[src/rtl/rtc_calendar_core.sv]
module rtc_calendar_core #(
  parameter int FRAC_BITS = 6
) (
  input  logic       clk,
  input  logic       rst_n,
  input  logic       tick,
  input  logic [3:0] addr,
  input  logic       wr_en,
  input  logic       rd_en,
  input  logic [7:0] wdata,
  output logic [7:0] rdata
);
  localparam logic [FRAC_BITS-1:0] FRAC_TOP = {FRAC_BITS{1'b1}};

  logic [FRAC_BITS-1:0] frac_q;
  logic [7:0] sec_q, min_q, hr_q, day_q, mon_q, yr_q;
  logic [7:0] alm_s, alm_m, alm_h;
  logic       cie_q, aie_q, cf_q, af_q, test_q, stop_q;
  logic [5:0] ramb_q;
  logic [3:0][7:0] ram_q;

  logic run, c_frac, c_sec, c_min, c_hr, c_day, c_mon;
  logic [7:0] dim, n_sec, n_min, n_hr, n_day, n_mon, n_yr;
  logic alarm_hit, cf_set, ctl_rd, ctl_wr;

  assign run    = tick & ~stop_q;
  assign c_frac = run && (frac_q == FRAC_TOP);
  assign c_sec  = c_frac && (sec_q >= 8'd59);
  assign c_min  = c_sec  && (min_q >= 8'd59);
  assign c_hr   = c_min  && (hr_q  >= 8'd23);
  assign c_day  = c_hr   && (day_q >= dim);
  assign c_mon  = c_day  && (mon_q >= 8'd12);

  always_comb begin
    case (mon_q)
      8'd2:                    dim = (yr_q[1:0] == 2'b00) ? 8'd29 : 8'd28;
      8'd4, 8'd6, 8'd9, 8'd11: dim = 8'd30;
      default:                 dim = 8'd31;
    endcase
  end

  assign n_sec = c_frac ? (c_sec ? 8'd0 : sec_q + 8'd1) : sec_q;
  assign n_min = c_sec  ? (c_min ? 8'd0 : min_q + 8'd1) : min_q;
  assign n_hr  = c_min  ? (c_hr  ? 8'd0 : hr_q  + 8'd1) : hr_q;
  assign n_day = c_hr   ? (c_day ? 8'd1 : day_q + 8'd1) : day_q;
  assign n_mon = c_day  ? (c_mon ? 8'd1 : mon_q + 8'd1) : mon_q;
  assign n_yr  = c_mon  ? ((yr_q >= 8'd99) ? 8'd0 : yr_q + 8'd1) : yr_q;

  assign alarm_hit = c_frac && (n_sec == alm_s) && (n_min == alm_m) && (n_hr == alm_h);
  assign cf_set    = (run && rd_en && addr == 4'd1) || c_sec;
  assign ctl_rd    = rd_en && addr == 4'd0;
  assign ctl_wr    = wr_en && addr == 4'd0;

  always_ff @(posedge clk or negedge rst_n) begin
    if (!rst_n) begin
      frac_q <= '0;
      sec_q  <= 8'd0;
      min_q  <= 8'd0;
      hr_q   <= 8'd0;
      day_q  <= 8'd1;
      mon_q  <= 8'd1;
      yr_q   <= 8'd0;
    end else begin
      frac_q <= run ? frac_q + 1'b1 : frac_q;
      sec_q  <= (wr_en && addr == 4'd2) ? wdata : n_sec;
      min_q  <= (wr_en && addr == 4'd3) ? wdata : n_min;
      hr_q   <= (wr_en && addr == 4'd4) ? wdata : n_hr;
      day_q  <= (wr_en && addr == 4'd5) ? wdata : n_day;
      mon_q  <= (wr_en && addr == 4'd6) ? wdata : n_mon;
      yr_q   <= (wr_en && addr == 4'd7) ? wdata : n_yr;
    end
  end

  always_ff @(posedge clk or negedge rst_n) begin
    if (!rst_n) begin
      alm_s  <= 8'd0;
      alm_m  <= 8'd0;
      alm_h  <= 8'd0;
      cie_q  <= 1'b0;
      aie_q  <= 1'b0;
      cf_q   <= 1'b0;
      af_q   <= 1'b0;
      test_q <= 1'b0;
      stop_q <= 1'b0;
      ramb_q <= '0;
      ram_q  <= '0;
    end else begin
      cf_q <= cf_set    | (cf_q & ~ctl_rd & ~(ctl_wr & ~wdata[1]));
      af_q <= alarm_hit | (af_q & ~ctl_rd & ~(ctl_wr & ~wdata[0]));
      if (ctl_wr) begin
        cie_q <= wdata[4];
        aie_q <= wdata[3];
      end
      if (wr_en) begin
        case (addr)
          4'd8:  alm_s <= wdata;
          4'd9:  alm_m <= wdata;
          4'd10: alm_h <= wdata;
          4'd11: begin
            test_q <= wdata[7];
            stop_q <= wdata[6];
            if (!test_q) ramb_q <= wdata[5:0];
          end
          default: ;
        endcase
        if (addr[3:2] == 2'b11 && !test_q) ram_q[addr[1:0]] <= wdata;
      end
    end
  end

  always_comb begin
    case (addr)
      4'd0:    rdata = {3'b000, cie_q, aie_q, 1'b0, cf_q, af_q};
      4'd1:    rdata = 8'(frac_q);
      4'd2:    rdata = sec_q;
      4'd3:    rdata = min_q;
      4'd4:    rdata = hr_q;
      4'd5:    rdata = day_q;
      4'd6:    rdata = mon_q;
      4'd7:    rdata = yr_q;
      4'd8:    rdata = alm_s;
      4'd9:    rdata = alm_m;
      4'd10:   rdata = alm_h;
      4'd11:   rdata = {test_q, stop_q, ramb_q};
      default: rdata = ram_q[addr[1:0]];
    endcase
  end

  assert_frac_readonly_R2: assert property (@(posedge clk) disable iff (!rst_n)
    (wr_en && addr == 4'd1 && !tick) |=> $stable(frac_q));

  assert_cf_read_overlap_R5: assert property (@(posedge clk) disable iff (!rst_n)
    (tick && !stop_q && rd_en && addr == 4'd1) |=> cf_q);

  assert_flags_cleared_R7: assert property (@(posedge clk) disable iff (!rst_n)
    (rd_en && addr == 4'd0 && !tick) |=> (!cf_q && !af_q));

  assert_stop_holds_R9: assert property (@(posedge clk) disable iff (!rst_n)
    (stop_q && !wr_en) |=> ($stable(frac_q) && $stable(sec_q) && $stable(min_q) && $stable(day_q)));

  assert_ram_locked_R11: assert property (@(posedge clk) disable iff (!rst_n)
    (test_q && wr_en && addr[3:2] == 2'b11) |=> $stable(ram_q));
endmodule

[config.mk]
export PLATFORM = sky130hd
export DESIGN_NAME = rtc_calendar_core
export DESIGN_NICKNAME = d
export VERILOG_FILES = /design/src/rtl/rtc_calendar_core.sv
export SDC_FILE = /design/constraint.sdc
export NUM_CORES = 1
export LEC_CHECK = 0
export BUFFER_PORTS_ARGS = -buffer_cell sky130_fd_sc_hd__buf_4
export CORE_UTILIZATION = 55
export CTS_BUF_LIST = sky130_fd_sc_hd__clkbuf_4
export CTS_CLUSTER_DIAMETER = 50
export DETAILED_ROUTE_END_ITERATION = 12
export PLACE_DENSITY = 0.72
export SETUP_SLACK_MARGIN = 0.4
export SLEW_MARGIN = 20
export SYNTH_ARGS = -nofsm -noshare
export SYNTH_HDL_FRONTEND = slang
export SYNTH_SLANG_ARGS = --single-unit
[constraint.sdc]
create_clock -name clk -period 3.3 [get_ports clk]
set_clock_uncertainty 0.1 [all_clocks]
set_input_delay 0.33 -clock clk [delete_from_list [all_inputs] [get_ports clk]]
set_output_delay 0.33 -clock clk [all_outputs]
set_load 0.01 [all_outputs]
# --- Word level (Yosys, flattened, before mapping) ---
# Cells that the tools add are included.
op_classes:
  addsub: 7
  mul: 0
  n_div: 0
  order_cmp: 8
  eq_ne: 21
  n_shift: 0
  mux: 26
  n_bitwise: 16
  n_reduce_logical: 35
ops:
  columns: ["op", "count"]
  rows:
  - ["8-bit two-way mux", 20]
  - ["8-bit case mux with 12 select lines", 1]
  - ["8-bit by 1-bit adder with 8-bit output (second input constant)", 6]
  - ["32-bit bitwise mux", 1]
  - ["8-bit == test", 3]
  - ["1-bit logical AND", 21]
  - ["8-bit binary-select mux with 2-bit select", 1]
  - ["8-bit demux with 2-bit select", 1]
  - ["4-bit by 3-bit == test with 1-bit output (second input constant)", 4]
  - ["4-bit == test (second input constant)", 4]
  - ["8-bit by 3-bit == test with 1-bit output (second input constant)", 2]
  - ["8-bit by 4-bit == test with 1-bit output (second input constant)", 2]
  - ["8-bit by 6-bit >= comparator with 1-bit output (second input constant)", 2]
  - ["2-bit AND reduction", 5]
  - ["4-bit by 2-bit == test with 1-bit output (second input constant)", 2]
  - ["8-bit by 2-bit == test with 1-bit output (second input constant)", 1]
  - ["8-bit by 4-bit >= comparator with 1-bit output (second input constant)", 1]
  - ["8-bit by 5-bit >= comparator with 1-bit output (second input constant)", 1]
  - ["8-bit by 7-bit >= comparator with 1-bit output (second input constant)", 1]
  - ["8-bit >= comparator", 1]
  - ["1-bit AND", 7]
  - ["1-bit NOT", 7]
  - ["6-bit by 1-bit adder with 6-bit output (second input constant)", 1]
  - ["6-bit == test (second input constant)", 1]
  - ["other kinds (14)", 17]
totals:
  reg_bits: 122
  latchBits: 0
  mem_bits_rw: 0
  mem_bits_ro: 0
  mem_count: 0

# --- Depth between registers and ports, before layout ---
# Gate-level depths: netlist of the first run.
logic_depth:
  word_depth: 11
  ltp_mapped: 15
  ltp_nobuf: 14

# --- Least setup slack after synthesis of the first run ---
# No wires, ideal clock.
synth_timing:
  path_kind: "register -> register"
  from: "register mon_q[5]"
  to: "register yr_q[2]"
  arrival_ns: 2.501
  required_time_ns: 3.074
  slack_ns: 0.573
  path_stages_with_launch: 10
  n_path_buf: 1
  synth_period_minus_slack_ns: 2.727
  path_cell_list: "dfrtp_1 > or4_1 > nor4b_1 > ha_1 > a21oi_1 > o21ai_0 > clkbuf_1 > a31o_2 > o21ai_0 > a221o_1"
synth_via:
  elab_chain_cells: 7
  word_cells_on_any_way: 12
  classes_between: "order compare: 2; eq/ne: 5; mux: 1; reduce/logical: 4"
synth_lines:
  columns: ["item", "line_no", "rtl"]
  rows:
  - ["start, declared", "16", "logic [7:0] sec_q, min_q, hr_q, day_q, mon_q, yr_q;"]
  - ["start signal, assigned", "69", "mon_q <= (wr_en && addr == 4'd6) ? wdata : n_mon;"]
  - ["8-bit by 3-bit == test with 1-bit output or 8-bit by 4-bit == test with 1-bit output (tied branches)", "35", "case (mon_q)"]
  - ["4-bit OR reduction", "35", null]
  - ["2-bit case mux with 2 select lines", "35", null]
  - ["8-bit >= comparator", "31", "assign c_day = c_hr && (day_q >= dim);"]
  - ["1-bit logical AND", "31", null]
  - ["1-bit logical AND *", "32", "assign c_mon = c_day && (mon_q >= 8'd12);"]
  - ["2-bit nonzero test (no source line) *", null, null]
  - ["end signal, assigned", "70", "yr_q <= (wr_en && addr == 4'd7) ? wdata : n_yr;"]
  - ["end, declared", "16", null]
# Mark *: on every way between the ends. The rest lies on a longest branch, timed or not.
# A chain may end at the register's enable or synchronous reset.

# --- Final worst setup path of the first run ---
layout_timing:
  from: "register frac_q[1]"
  to: "register af_q"
layout_via:
  elab_chain_cells: 10
  word_cells_on_any_way: 18
  classes_between: "eq/ne: 4; mux: 6; bitwise: 1; reduce/logical: 7"
layout_lines:
  columns: ["item", "line_no", "rtl"]
  rows:
  - ["start, declared", "15", "logic [FRAC_BITS-1:0] frac_q;"]
  - ["start signal, assigned", "64", "frac_q <= run ? frac_q + 1'b1 : frac_q;"]
  - ["6-bit == test *", "27", "assign c_frac = run && (frac_q == FRAC_TOP);"]
  - ["1-bit logical AND *", "27", null]
  - ["1-bit logical AND", "28", "assign c_sec = c_frac && (sec_q >= 8'd59);"]
  - ["8-bit two-way mux or 1-bit logical AND (tied branches)", "42, 29", null]
  - ["8-bit two-way mux, or another cell as far along", "42", "assign n_sec = c_frac ? (c_sec ? 8'd0 : sec_q + 8'd1) : sec_q;"]
  - ["8-bit == test, or another cell as far along", "49", "assign alarm_hit = c_frac && (n_sec == alm_s) && (n_min == alm_m) && (n_hr == alm_h);"]
  - ["1-bit logical AND, or another cell as far along", "49", null]
  - ["1-bit logical AND or 8-bit == test (tied branches)", "49", null]
  - ["1-bit logical AND *", "49", null]
  - ["1-bit bitwise OR *", "89", "af_q <= alarm_hit | (af_q & ~ctl_rd & ~(ctl_wr & ~wdata[0]));"]
  - ["end signal, assigned", "89", null]
  - ["end, declared", "18", "logic cie_q, aie_q, cf_q, af_q, test_q, stop_q;"]
# Marked as above.

==> results of run 1 <==
-- stage by stage --
stage                     hold WS (ns)  area [um2]  util [%]  total power, mW  cells
after floorplan                -0.0656        7290         -             3.21    759
after global placement           0.317        7740      60.6             3.71    942
after detailed placement         0.316        7740      60.6             3.77    942
after CTS                     0.000671        8170      63.9             4.91    985
after global routing           0.00719        8420      65.9             5.33   1001
final                           0.0338        8420      65.9             5.09   1001
-- cell usage after synthesis (4+ instances only) --
| cell type | count |
|---|---|
| nor4_1 | 7 |
| inv_1 | 21 |
| a311oi_1 | 4 |
| a41oi_1 | 4 |
| xor2_1 | 9 |
| a211oi_1 | 7 |
| nand2_1 | 82 |
| a21oi_1 | 41 |
| mux2_2 | 74 |
| nor2_1 | 62 |
| mux2i_1 | 11 |
| a32oi_1 | 6 |
| mux4_2 | 8 |
| dfrtp_1 | 120 |
| nor3_1 | 23 |
| and3_1 | 12 |
| o32ai_1 | 5 |
| o21ai_0 | 51 |
| xnor2_1 | 9 |
| nand2b_1 | 8 |
| buf_1 | 5 |
| o22ai_1 | 7 |
| nand3_1 | 30 |
| nand4_1 | 9 |
| o211ai_1 | 4 |
| nor2b_1 | 6 |
| a31oi_1 | 9 |
| clkbuf_1 | 31 |
| a22oi_1 | 7 |
| ha_1 | 13 |
| a221oi_1 | 4 |
-- what timing repair did --
action                     in CTS  in global routing
setup endpoints to repair       7                 13
cloned                          0                  1
hold endpoints to repair       58                  1
gates resized for setup         7                 34
buffers inserted                6                 14
pin swaps                       5                 17
hold buffers                    5                  1
-- path summary, 6_finish.rpt --
kind	start	endpoint	slack, ns	cells past startpoint
max reg2reg	frac_q[1]	af_q	0.45	8
min in group asynchronous	rst_n	day_q[4]	0.24	2
min reg2reg	ram_q[18]	ram_q[18]	0.42	1
max in group asynchronous	rst_n	alm_m[4]	2.03	3
max	frac_q[1]	af_q	0.45	8
min	wdata[1]	sec_q[1]	0.03	3
-- final cells by class --
class | instances | share of cell area, %
Clock buffer | 17 | 1.52
Clock inverter | 15 | 1.96
Inverter | 22 | 0.981
Multi-Input combinational cell | 577 | 49.3
Sequential cell | 122 | 36.3
Tap cell | 172 | 2.56
Timing Repair Buffer | 76 | 7.34
-- power breakdown --
group	internal [mW]	leakage, nW	switching, mW	total [mW]
registers	1.87	1.49	0.510	2.39
clock network	0.463	0.155	0.646	1.11
logic	0.764	1.85	0.829	1.59
-- cells by family (layout without fill, tap and decap cells) --
logic type / count (synthesis) / count (layout)
and+or+nand+nor: 263 / 263
adders and majority gates: 13 / 13
buffers and inverters: 61 / 130
AOI/OAI and AO/OA: 189 / 190
DFF: 122 / 122
xor gates and xnor gates: 18 / 18
muxes: 93 / 93
-- flip-flops by register name, indices dropped and copies added (netlist names), 6 cells and up --
| name | flops |
|---|---|
| yr_q | 8 |
| mon_q | 8 |
| alm_h | 8 |
| frac_q | 6 |
| hr_q | 8 |
| sec_q | 8 |
| min_q | 8 |
| alm_m | 8 |
| ram_q | 32 |
| alm_s | 8 |
| ramb_q | 6 |
| day_q | 8 |
-- metal layers --
layer | vias up | part of all wire [%] | global-route usage, %
li1 | 2944 | - | -
met1 | 3262 | 41 | 49.8
met2 | 416 | 45 | 53.7
met3 | 75 | 10 | 10.4
met4 | 0 | 3.8 | 14.7
met5 | - | 0 | 0
-- tightest hold or removal path, cell delays in order --
cell	delay, ns
buf_4	0.19
nor2_1	0.12
a21oi_1	0.04
==> flow_metrics.env, run 1 <==
export IMPL_outcome="finished, final reports clean"
export IMPL_grt_pass1_vias=6202
export IMPL_layout_commonest_cell="dfrtp_1"
export IMPL_setup_viol=0
export IMPL_cts_tree="yes"
export IMPL_final_period_utilization_pct=86.4
export IMPL_finalCriticalPeriod_ns=2.85
export IMPL_yosysWarnings=0
export IMPL_viasPerCell=6.69
export IMPL_final_cell_mix="118 x dfrtp_1, 81 x nand2_1, 74 x mux2_2"
export IMPL_regArea_um2=3060
export IMPL_slew_limit_headroom_pct=41.3
export IMPL_drv_cap=0
export IMPL_synth_simple_area_share_pct=17.3
export IMPL_multiInputGateArea_um2=4150
export IMPL_nNetsFinal=846
export IMPL_crit_family="simple AND/OR/NAND/NOR gates"
export IMPL_antenna_found_initial=0
export IMPL_grt_pass1_wl_mm=35.4
export IMPL_grt_start_max_net_pins=71
export IMPL_path_class="flop to flop"
export IMPL_wire_per_inst_um=23.8
export IMPL_io_buffer_count=24
export IMPL_synth_compound_area_share_pct=17.7
export IMPL_synth_avg_cell_area_um2=9.61
export IMPL_vias=6697
export IMPL_synth_fa_ha_area_share_pct=2.23
export IMPL_crit_buf_inv=0
export IMPL_hold_path_class="input pin to flop"
export IMPL_die_y_um=117
export IMPL_pin_count=25
export IMPL_dr_pass1_iters=8
export IMPL_cpPeakStageDelay_ns=0.56
export IMPL_required_ns=3.69
export IMPL_vdd_drop_max_mv=0.573
export IMPL_synth_cell_type_count=74
export IMPL_crit_arrival_ns=3.25
export IMPL_synth_edf_count=0
export IMPL_slew_violations=0
export IMPL_cellPowerDensity_nw_per_um2=604
export IMPL_dpl_hpwl_mm=16.5
export IMPL_cts_htree_levels=4
export IMPL_cts_max_path_buffers=2
export IMPL_crit_chain="ha_2, and4b_1, nand2_1, a2bb2oi_1, xnor2_1, or3_1, or4_4, o31ai_4"
export IMPL_die_w_um=117
export IMPL_synth_mux_area_share_pct=15.4
export IMPL_synth_top_family_by_area="compound AO/OA/AOI/OAI gates"
export IMPL_synth_ff_type="dfrtp_1"
export IMPL_core_um2=12800
export IMPL_clk_latency_ns=0.57
export IMPL_fillers=997
export IMPL_clock_sinks=122
export IMPL_worstSetupEndpointType="flop"
export IMPL_drt_iter0_markers=1086
export IMPL_rows=41
export IMPL_synthTopCellsByArea="dfrtp_1 41%, mux2_2 11%, nand2_1 4.2%, o21ai_0 3.5%, nor2_1 3.2%"
export IMPL_hold_viol=0
export IMPL_synthXorXnorAreaFrac_pct=2.16
export IMPL_netlist_area_leader_share_pct=41.2
export IMPL_gp_congestion=0.984
export IMPL_worst_path_max_delay_cell="or4_4"
export IMPL_totalWireLength_mm=23.8
export IMPL_syn_num_nets=789
export IMPL_syn_inst=759
export IMPL_dieArea_um2=13700
export IMPL_max_freq_ghz=0.351
export IMPL_crit_path_max_fanout=5
export IMPL_setup_tns_final_ns=0
export IMPL_synthArstFlopShare_pct=100
export IMPL_rsz0062_at_grt="yes"
export IMPL_seq_area_frac_synth_pct=41.9
export IMPL_syn_area_um2=7290
export IMPL_clkTransAtPathRegs_ns=0.12
export IMPL_ys_ff_latch=122
export IMPL_startpoint_type="flop"
export IMPL_power_leakage_nw=3.49
export IMPL_start_util_pct=57.1
export IMPL_cts_buffers=17
export IMPL_grt_use_total_pct=36.1
export IMPL_timing_final_ws_setup_ns=0.449
export IMPL_detail_route_antenna_nets=0
export IMPL_drcViolationCount=0
export IMPL_diodes=0
export IMPL_root_buffer="clkbuf_4"
export IMPL_yosysTopAreaCell="dfrtp_1"
export IMPL_place_ws_ns=0.194
export IMPL_overflow=0
export IMPL_area_delta_synth_final_pct=15.4
export IMPL_drive_gt1_share_pct=26.4
export IMPL_worst_slew_pin_slew_ns=0.878
Power figures use the tool's default switching activity.
==> inputs of run 2 (changes only) <==
PLACE_DENSITY = 0.75   (was 0.72)
clock period = 2.33 ns   (was 3.3 ns; I/O delays follow)
==> flow_metrics.env, run 2 (same netlist as run 1, synthesis figures left out) <==
export IMPL_antenna_found_initial=0
export IMPL_rsz0062_at_grt="yes"
export IMPL_dpl_hpwl_mm=18.8
export IMPL_overflow=0
export IMPL_drcViolationCount=0
export IMPL_diodes=0
export IMPL_dr_pass1_iters=8
export IMPL_p_int_mw=5.22
export IMPL_crit_arrival_ns=3.22
export IMPL_crit_path_max_fanout=7
export IMPL_hold_viol=0
export IMPL_cts_buffers=17
export IMPL_detail_route_antenna_nets=0
export IMPL_pin_count=25
export IMPL_root_buffer="clkbuf_4"
export IMPL_clk_latency_ns=0.58
export IMPL_violations="negative setup slack"
export IMPL_core_um2=12800
export IMPL_final_core_util_pct=81.9
export IMPL_grt_pass1_vias=7128
export IMPL_slew_limit_headroom_pct=61.5
export IMPL_die_y_um=117
export IMPL_grt_use_total_pct=41.6
export IMPL_fillers=749
export IMPL_ff2ff_path_depth=13
export IMPL_gp_congestion=0.984
export IMPL_viasPerCell=6.75
export IMPL_hold_path_class="input pin to asynchronous set/reset pin"
export IMPL_grt_start_max_net_pins=75
export IMPL_slew_violations=0
export IMPL_required_ns=2.73
export IMPL_clkTransAtPathRegs_ns=0.12
export IMPL_rows=41
export IMPL_cts_tree="yes"
export IMPL_setup_viol=31
export IMPL_outcome="finished, violations left"
export IMPL_io_buffer_count=24
export IMPL_cts_htree_levels=4
export IMPL_setup_tns_final_ns=-10.67
export IMPL_p_sw_share_pct=39.1
export IMPL_totalWireLength_mm=29.0
export IMPL_start_util_pct=57.1
export IMPL_area_delta_synth_final_pct=43.4
export IMPL_startpoint_type="flop"
export IMPL_combPwrFrac_pct=44.9
export IMPL_worst_slew_pin_slew_ns=0.576
export IMPL_die_w_um=117
export IMPL_path_class="flop to flop"
export IMPL_drv_cap=0
export IMPL_wire_per_inst_um=25.2
export IMPL_grt_pass1_wl_mm=40.8
export IMPL_pwr_share_clk_pct=17.6
export IMPL_worstSetupEndpointType="flop"
export IMPL_max_freq_ghz=0.354
export IMPL_drt_iter0_markers=1136
export IMPL_stdcell_area_um2=10500
export IMPL_final_period_utilization_pct=121
export IMPL_clock_sinks=122
export IMPL_drive_gt1_share_pct=46.7
export IMPL_vias=7767
export IMPL_cellPowerDensity_nw_per_um2=820
export IMPL_power_leakage_nw=4.43
export IMPL_vdd_drop_max_mv=0.608
export IMPL_power_frac_seq_pct=37.5
export IMPL_r2r_slack_ns=-0.49
export IMPL_fin_total_pwr_mw=8.57
export IMPL_place_ws_ns=-0.522
export IMPL_largest_reg_flops=32
export IMPL_layout_commonest_cell="buf_4"
export IMPL_placed_cell_area_um2=8810
export IMPL_nNetsFinal=997
export IMPL_p_sw_mw=3.35
export IMPL_finalCriticalPeriod_ns=2.82
export IMPL_timing_final_ws_setup_ns=-0.494
export IMPL_top_register="ram_q"
export IMPL_dieArea_um2=13700
export IMPL_final_cell_mix="167 x buf_4, 116 x dfrtp_1, 74 x nand2_1"
export IMPL_cts_max_path_buffers=2
==> run 2: cell types whose count changed in the layout (fill, tap and decap cells not counted), sizes merged <==
cell / before / now
buf: 70 / 216
clkinvlp: 1 / 3
a211o: 3 / 2
dlygate4sd3: 6 / 12
inv: 26 / 24
clkinv: 8 / 7
==> run 2: final cells by class <==
type | count | area (um2) | area share, %
well taps | 172 | 215 | 2.06
inverters | 22 | 95.1 | 0.909
clock buffers | 17 | 128 | 1.22
flip-flops and latches | 122 | 3060 | 29.3
repair buffers | 228 | 1990 | 19.1
multi-input cells | 576 | 4820 | 46.1
clock inverters | 14 | 148 | 1.41
==> run 2: worst max-delay path, stage by stage (launching register included) <==
cell and delay (ns):
dfrtp_1 0.43, ha_4 0.17, nand4b_4 0.13, buf_4 0.19, a211o_4 0.37, buf_4 0.16, nor3_4 0.25, buf_4 0.18
buf_6 0.10, buf_12 0.13, nand4_1 0.15, nor2_1 0.19, a21oi_2 0.05, o21ai_1 0.13
==> run 2: per-stage QoR <==
stage / hold WS [ns] / cells
2_1_floorplan: -0.163 / 759
3_3_place_gp: -0.00519 / 1061
3_5_place_dp: 0.000498 / 1061
4_1_cts: 0.0588 / 1131
5_1_grt: 0.0830 / 1151
6_report: 0.0895 / 1151
==> run 2: layer usage <==
| layer | wire (um) | GRT usage [%] |
|---|---|---|
| met1 | 11400 | 56.9 |
| met2 | 13200 | 64.0 |
| met4 | 1280 | 17.1 |
| met3 | 3080 | 9.58 |
| met5 | 0 | 0 |
==> run 2: final timing paths <==
kind                             end      start
max                         mon_q[2]  frac_q[0]
max reg2reg                 mon_q[2]  frac_q[0]
max in group asynchronous   mon_q[2]      rst_n
min reg2reg                ram_q[23]  ram_q[23]
min                         day_q[0]      rst_n
min in group clk           frac_q[0]       tick
==> run 2: repair_timing <==
| action | in CTS | in global routing |
|---|---|---|
| gates resized for setup | 106 | 100 |
| setup buffers | 27 | 20 |
| endpoints found under the setup margin | 51 | 54 |
| hold endpoints to repair | 185 | 0 |
| hold buffers | 12 | 0 |
| pin swaps | 50 | 51 |
==> run 2: power by group through the flow <==
stage               combinational, mW  sequential, mW  clock, mW
floorplan                        1.56            3.10          0
global placement                 2.89            3.15          0
detailed placement               2.98            3.19          0
CTS                              3.34            3.16       1.52
global route                     4.01            3.26       1.60
finish                           3.85            3.22       1.51
==> inputs of run 3 (changes only) <==
==> constraint.sdc (replaced) <==
create_clock -name clk -period 2.33 [get_ports clk]
set_clock_uncertainty 0.1 [all_clocks]
set_input_delay 0.466 -clock clk [delete_from_list [all_inputs] [get_ports clk]]
set_output_delay 0.466 -clock clk [all_outputs]
set_load 0.01 [all_outputs]
==> flow_metrics.env, run 3 (same netlist as run 1, synthesis figures left out) <==
export IMPL_path_class="flop to flop"
export IMPL_core_um2=12800
export IMPL_diodes=0
export IMPL_final_period_utilization_pct=129
export IMPL_worst_path_max_delay_cell="or4_4"
export IMPL_rows=41
export IMPL_ff2ff_path_depth=10
export IMPL_area_delta_synth_final_pct=48.0
export IMPL_cts_htree_levels=4
export IMPL_hold_path_depth=3
export IMPL_grt_pass1_wl_mm=44.2
export IMPL_placed_cell_area_um2=9180
export IMPL_io_buffer_count=24
export IMPL_slew_limit_headroom_pct=47.7
export IMPL_startpoint_type="flop"
export IMPL_rsz0062_at_grt="yes"
export IMPL_r2r_end="day_q[3]"
export IMPL_viasPerCell=6.88
export IMPL_worst_slew_pin_slew_ns=0.781
export IMPL_clkTransAtPathRegs_ns=0.14
export IMPL_max_freq_ghz=0.333
export IMPL_antenna_found_initial=1
export IMPL_setup_tns_final_ns=-14.93
export IMPL_drcViolationCount=0
export IMPL_dr_pass1_iters=6
export IMPL_drt_iter0_markers=1183
export IMPL_cts_tree="yes"
export IMPL_hold_viol=0
export IMPL_power_leakage_nw=4.60
export IMPL_reg2reg_from="mon_q[4]"
export IMPL_worstSetupEndpointType="flop"
export IMPL_hold_path_class="input pin to flop"
export IMPL_top_register="ram_q"
export IMPL_crit_chain="or4_4, nor4b_4, ha_1, a21oi_4, o21ai_4, buf_4, buf_6, nor4_4, a21oi_2, o21ai_1"
export IMPL_start_util_pct=57.1
export IMPL_root_buffer="clkbuf_4"
export IMPL_violations="negative setup slack"
export IMPL_crit_arrival_ns=3.39
export IMPL_dieArea_um2=13700
export IMPL_layout_commonest_cell="buf_4"
export IMPL_timing_final_ws_setup_ns=-0.672
export IMPL_totalWireLength_mm=32.0
export IMPL_grt_use_total_pct=45.5
export IMPL_wire_per_inst_um=27.2
export IMPL_outcome="finished, violations left"
export IMPL_crit_buf_inv=2
export IMPL_die_y_um=117
export IMPL_crit_path_max_fanout=5
export IMPL_pin_count=25
export IMPL_crit_family="simple AND/OR/NAND/NOR gates"
export IMPL_r2r_slack_ns=-0.67
export IMPL_drive_gt1_share_pct=51.8
export IMPL_dpl_hpwl_mm=19.8
export IMPL_nNetsFinal=1021
export IMPL_grt_pass1_vias=7618
export IMPL_required_ns=2.72
export IMPL_gp_congestion=0.991
export IMPL_cpPeakStageDelay_ns=0.60
export IMPL_largest_reg_flops=32
export IMPL_vias=8089
export IMPL_grt_start_max_net_pins=39
export IMPL_clock_sinks=122
export IMPL_setup_viol=37
export IMPL_cellPowerDensity_nw_per_um2=819
export IMPL_clk_latency_ns=0.61
export IMPL_drv_cap=0
export IMPL_vdd_drop_max_mv=0.779
export IMPL_stdcell_area_um2=10800
export IMPL_detail_route_antenna_nets=0
export IMPL_hold_start="wdata[6]"
export IMPL_final_cell_mix="189 x buf_4, 117 x dfrtp_1, 70 x nand2_1"
export IMPL_overflow=0
export IMPL_slew_violations=0
export IMPL_cts_max_path_buffers=2
export IMPL_finalCriticalPeriod_ns=3.00
export IMPL_cts_buffers=17
export IMPL_holdPathEnd="day_q[6]"
export IMPL_die_w_um=117
==> run 3: worst min-delay path: cells and delay by family <==
family,cells,cell delay (ns)
buf+inv,1,0.18
compound gates,1,0.05
simple gates,1,0.10
==> run 3: power breakdown <==
| group | internal, mW | switching (mW) |
|---|---|---|
| Clock | 0.537 | 0.890 |
| Combinational | 2.03 | 2.13 |
| Sequential | 2.66 | 0.586 |
==> run 3: area by class of cell <==
| type | instances | area, um2 |
|---|---|---|
| tap | 172 | 215 |
| timing repair buffer | 251 | 2190 |
| fill | 659 | 1980 |
| clock inverter | 12 | 104 |
| clock buffer | 19 | 143 |
| multi-input combinational | 577 | 5000 |
| sequential | 122 | 3060 |
| inverter | 22 | 83.8 |
==> run 3: per-layer routing <==
layer | GRT usage (%) | vias up | routed length [um]
met3 | 16.2 | 181 | 4570
met2 | 67.5 | 712 | 14100
met1 | 58.7 | 3887 | 11600
met5 | 0 | - | 13
li1 | - | 3307 | -
met4 | 23.3 | 2 | 1740
==> run 3: worst max-delay path by stage <==
stage,endpoint,from,cells after the start
after global placement,af_q,tick,8
after CTS,rdata[4],sec_q[4],6
final,day_q[3],mon_q[4],10
after global routing,af_q,sec_q[5],10
after floorplan,yr_q[0],mon_q[6],9
after detailed placement,af_q,sec_q[1],10
==> run 3: per-stage QoR <==
stage	power [mW]	hold WS (ns)	util, %	std cells	setup WS [ns]
after CTS	8.21	0.0775	81.9	1168	-0.523
after global placement	6.11	0.381	71.9	1092	-0.497
after global routing	9.08	0.0926	84.5	1175	-0.752
final	8.84	0.119	84.5	1175	-0.672
after floorplan	4.73	0.0704	-	759	-0.205
after detailed placement	6.25	0.388	71.9	1092	-0.609
==> run 3: timing repair <==
item / 4_1_cts / 5_1_grt
gates cloned: 2 / 0
resized for setup: 158 / 59
endpoints found under the hold margin: 31 / 0
buffers inserted: 42 / 7
setup endpoints to repair: 51 / 52
hold buffers: 1 / 0
pin swaps: 77 / 57
